--- config.mk ---
export PLATFORM = sky130hd
export DESIGN_NAME = rot_imm_codec
export DESIGN_NICKNAME = d
export VERILOG_FILES = /design/src/rtl/rot_imm_codec.sv
export SDC_FILE = /design/constraint.sdc
export NUM_CORES = 1
export LEC_CHECK = 0
export ABC_AREA = 0
export BUFFER_PORTS_ARGS = -buffer_cell sky130_fd_sc_hd__buf_2
export CORE_MARGIN = 3
export CORE_UTILIZATION = 28
export DETAILED_ROUTE_END_ITERATION = 16
export PLACE_DENSITY_LB_ADDON = 0.1
export SLEW_MARGIN = 20
export SYNTH_ARGS = -nofsm -noshare
export SYNTH_HDL_FRONTEND = slang
export SYNTH_SLANG_ARGS = --single-unit
--- constraint.sdc ---
create_clock -name clk -period 7.5 [get_ports clk]
set_input_delay 1.125 -clock clk [delete_from_list [all_inputs] [get_ports clk]]
set_output_delay 1.125 -clock clk [all_outputs]
set_load 0.1 [all_outputs]
--- src/rtl/rot_imm_codec.sv ---
module rot_imm_codec #(
  parameter int DATA_W  = 32,
  parameter int PAY_W   = 8,
  parameter int ROT_W   = 4,
  parameter int REG_OUT = 1
) (
  input  logic                   clk,
  input  logic                   rst,
  input  logic [PAY_W+ROT_W-1:0] dec_field,
  output logic [DATA_W-1:0]      dec_value,
  input  logic [DATA_W-1:0]      enc_value,
  output logic                   enc_ok,
  output logic [PAY_W+ROT_W-1:0] enc_field,
  input  logic [DATA_W-1:0]      insn,
  output logic [3:0]             insn_cond,
  output logic [3:0]             insn_rd,
  output logic [PAY_W+ROT_W-1:0] insn_imm,
  output logic                   insn_isel,
  output logic                   insn_dp
);
  localparam int FLD_W  = PAY_W + ROT_W;
  localparam int NROT   = 1 << ROT_W;
  localparam int COND_L = DATA_W - 4;
  localparam int CLS_L  = DATA_W - 6;
  localparam int ISEL_B = DATA_W - 7;
  localparam int RD_L   = FLD_W;
  localparam int BUS_W  = DATA_W + 1 + FLD_W + 4 + 4 + FLD_W + 1 + 1;

  function automatic logic [DATA_W-1:0] rotl(input logic [DATA_W-1:0] x, input int unsigned s);
    logic [2*DATA_W-1:0] t;
    t = {x, x} << (s % DATA_W);
    return t[2*DATA_W-1:DATA_W];
  endfunction

  logic [2*DATA_W-1:0] d_dbl;
  logic [DATA_W-1:0]   d_val, d_pay;
  assign d_pay = DATA_W'(dec_field[PAY_W-1:0]);
  assign d_dbl = {d_pay, d_pay} >> ({dec_field[FLD_W-1:PAY_W], 1'b0} % DATA_W);
  assign d_val = d_dbl[DATA_W-1:0];

  logic             c_ok;
  logic [ROT_W-1:0] c_rot;
  logic [PAY_W-1:0] c_pay;
  logic [DATA_W-1:0] c_rl;

  always_comb begin
    c_ok  = 1'b0;
    c_rot = '0;
    c_pay = '0;
    c_rl  = '0;
    for (int r = NROT - 1; r >= 0; r--) begin
      c_rl = rotl(enc_value, 2 * r);
      if (c_rl[DATA_W-1:PAY_W] == '0) begin
        c_ok  = 1'b1;
        c_rot = r[ROT_W-1:0];
        c_pay = c_rl[PAY_W-1:0];
      end
    end
  end

  logic [BUS_W-1:0] nxt, cur;
  assign nxt = {d_val, c_ok, c_rot, c_pay,
                insn[COND_L+:4], insn[RD_L+:4], insn[FLD_W-1:0],
                insn[ISEL_B], insn[CLS_L+:2] == 2'b00};

  generate
    if (REG_OUT != 0) begin : g_reg
      always_ff @(posedge clk) begin
        if (rst) cur <= '0;
        else     cur <= nxt;
      end
    end else begin : g_comb
      assign cur = nxt;
    end
  endgenerate

  assign {dec_value, enc_ok, enc_field, insn_cond, insn_rd, insn_imm, insn_isel, insn_dp} = cur;
endmodule


==> summary.txt <==
Cells and area
  – Antenna diodes: 0
  – Share of layout cells above drive strength 1: 28.8%
  – Non-Filler Instances: 812
  – Design area: 5130 um2
  – Fill cells: 1,490
  – Max FFs per register: 67
  – Synthesis-to-layout area growth: 25.9%
  – Final core utilization: 36.5%
  – Largest reg by FF count: cur
  – Largest regs: cur: 67 flops
  – Nets: 705

Critical path
  – Worst EP arrival: 4.14 ns
  – Setup crit end: cur[22]
  – Worst Setup End Kind: flip-flop
  – CP Launch Point: enc_value[4]
  – Critical Path Fanout Max: 11
  – Req. time, crit path: 7.72 ns
  – Worst setup SP type: input pin
  – CP Class: in -> reg

Timing
  – Final number of setup-violating endpoints: 0
  – Post-layout min period: 3.93 ns
  – Actual slew at the worst max-slew pin: 1.04 ns
  – Setup TNS: 0 ns
  – Rel. slew slack: 29.9%
  – Final hold vios: 0
  – Final max-slew violation count: 0
  – Achievable Freq: 255 MHz
  – RSZ-0062 raised after global routing: false
  – Tcrit/Tclk final: 52.4%

Power
  – Leakage: 2.08 nW
  – Worst vdd ir: 95.4 uV
  – Pwr/cell area: 194 nW/um2

Detailed routing
  – Antenna-violating nets left: 0
  – Via/cell ratio: 5.72
  – 1st-iter DRT viols: 567
  – Residual DRC: 0
  – Vias after detailed routing: 4,644
  – Drt wl/cell: 19.3 um
  – Routed Wire Length: 15,700 um
  – Drt first pass iters: 5

Clock tree
  – CTS root buf: clkbuf_16
  – TritonCTS buffer count: 9
  – Worst-path clk slew: 0.05 ns
  – Hold Buf Count CTS: 0
  – Clock buffer depth: 2
  – Total clock sinks: 67
  – CTS resizes: 0
  – CTS tree: yes
  – Post CTS Setup Buffer Count: 0
  – H-tree levels: 3

GRT
  – Number of global-route vias before repair: 4,414
  – Met2 Resource Use GR: 28.1%
  – GRT overflow: 0
  – GRT busiest layer: met2
  – Initial antenna violation count: 0
  – Largest net degree at the start of global routing: 46
  – First-pass GRT wire length: 24,000 um
  – GRT Total Usage: 18.7%
  – Met3 GRT Util: 4.55%
  – Global-route track usage on met1: 26.3%

Logic synthesis
  – Async S/R FF share, synth: 0%
  – Syn Nets: 594
  – Top cell type's share of synthesized area: 32.9%
  – Ys flop type: dfxtp_1
  – Number of synthesized register bits: 67
  – Sequential share of the synthesized area: 32.9%
  – Synth area leaders: dfxtp_1 33%, nor2_1 7.1%, nor2b_1 4.0%, nand2_1 3.5%, o21ai_0 3.1%
  – Synth area leader: dfxtp_1
  – Commonest cells in the netlist: 77 x nor2_1, 67 x dfxtp_1, 38 x nand2_1
  – Synth warn: 0
  – Most numerous cell in the Yosys netlist: nor2_1
  – Synth Area per Inst: 7.90 um2
  – Count of different cell masters after synthesis: 65
  – Post-Syn Area: 4080 um2
  – Cells after synthesis: 516
  – EDFF count, synth: 0

Min path
  – Type of the most critical hold path: in -> reg

Die
  – Initial Util: 29.0%
  – Die Y: 127 um
  – Core area: 14,000 um2
  – Site row count: 43
  – Total Die Area: 16,000 um2
  – Ports: 145
  – Die Wd: 127 um

Status
  – Status: completed

Placed design
  – DP HPWL: 12,100 um
  – IO buf count: 135
  – Final Wtd Congestion: 0.983
  – Post-DP Area: 4820 um2
  – Placed Cells incl. Taps: 796

Run
  – MaxCap Viol Count: 0
-- placed cells by master (no fill, tap or decap), types with 9 or more instances in the layout --
cell type  instances
buf_2            135
nor2_1            77
dfxtp_1           67
nand2_1           38
nor2b_1           26
o21ai_0           25
nand3_1           24
nor3_1            19
a21oi_1           17
a22oi_1           15
and3_1             9
nor4_1             9
nand4_1            9
or4_1              9
clkbuf_16          9
-- worst max-delay path, stage by stage --
cell       delay [ns]
buf_2            0.17
nor4_2           0.92
nand4_1          0.45
nor2_1           0.64
a32oi_1          0.10
nand2_1          0.13
o211ai_1         0.19
a2111oi_2        0.41
-- final cells by class --
cell class | count | area [um2] | share of cell area (%)
clock buffers | 13 | 260 | 5.07
repair buffers | 136 | 683 | 13.3
clock inverters | 3 | 46.3 | 0.902
inverters | 8 | 30.0 | 0.585
multi-input cells | 405 | 2540 | 49.6
well taps | 180 | 225 | 4.39
flip-flops and latches | 67 | 1340 | 26.1
-- cell families (layout without fill, tap and decap cells) --
| logic type | count (synthesis) | after routing | synth area share (%) |
|---|---|---|---|
| simple gates | 253 | 253 | 34.0 |
| flops | 67 | 67 | 32.9 |
| mux | 14 | 14 | 3.65 |
| compound gates | 138 | 138 | 24.6 |
| buf+inv | 44 | 160 | 4.82 |
-- per-layer routing --
layer | share of wire [%] | up-vias | routed length (um)
met3 | 8.5 | 24 | 1330
met2 | 44 | 246 | 6910
met5 | 0 | - | 0
li1 | - | 2170 | -
met1 | 45 | 2204 | 7110
met4 | 2.3 | 0 | 359
-- metrics by stage --
step	power, W	setup slack (ns)	hold WS (ns)
after floorplan	0.000526	4.20	1.20
after global placement	0.000582	3.21	1.28
after detailed placement	0.000582	3.36	1.28
after CTS	0.00101	3.66	0.941
after global routing	0.00103	3.46	0.966
final	0.000997	3.57	0.952
-- worst min-delay path by stage --
stage | start | to | cells past startpoint
final | insn[26] | cur[0] | 2
after global routing | insn[27] | cur[0] | 2
after CTS | insn[26] | cur[0] | 2
after detailed placement | insn[26] | cur[0] | 2
after global placement | insn[26] | cur[0] | 2
after floorplan | insn[26] | cur[0] | 1
-- where the power goes --
| group | switching (W) | leakage [nW] | internal (W) | total, W |
|---|---|---|---|---|
| Combinational | 0.000162 | 1.39 | 0.0000421 | 0.000204 |
| Clock | 0.000145 | 0.146 | 0.000276 | 0.000421 |
| Sequential | 0.00000270 | 0.548 | 0.000368 | 0.000371 |
Power figures use the tool's default switching activity.
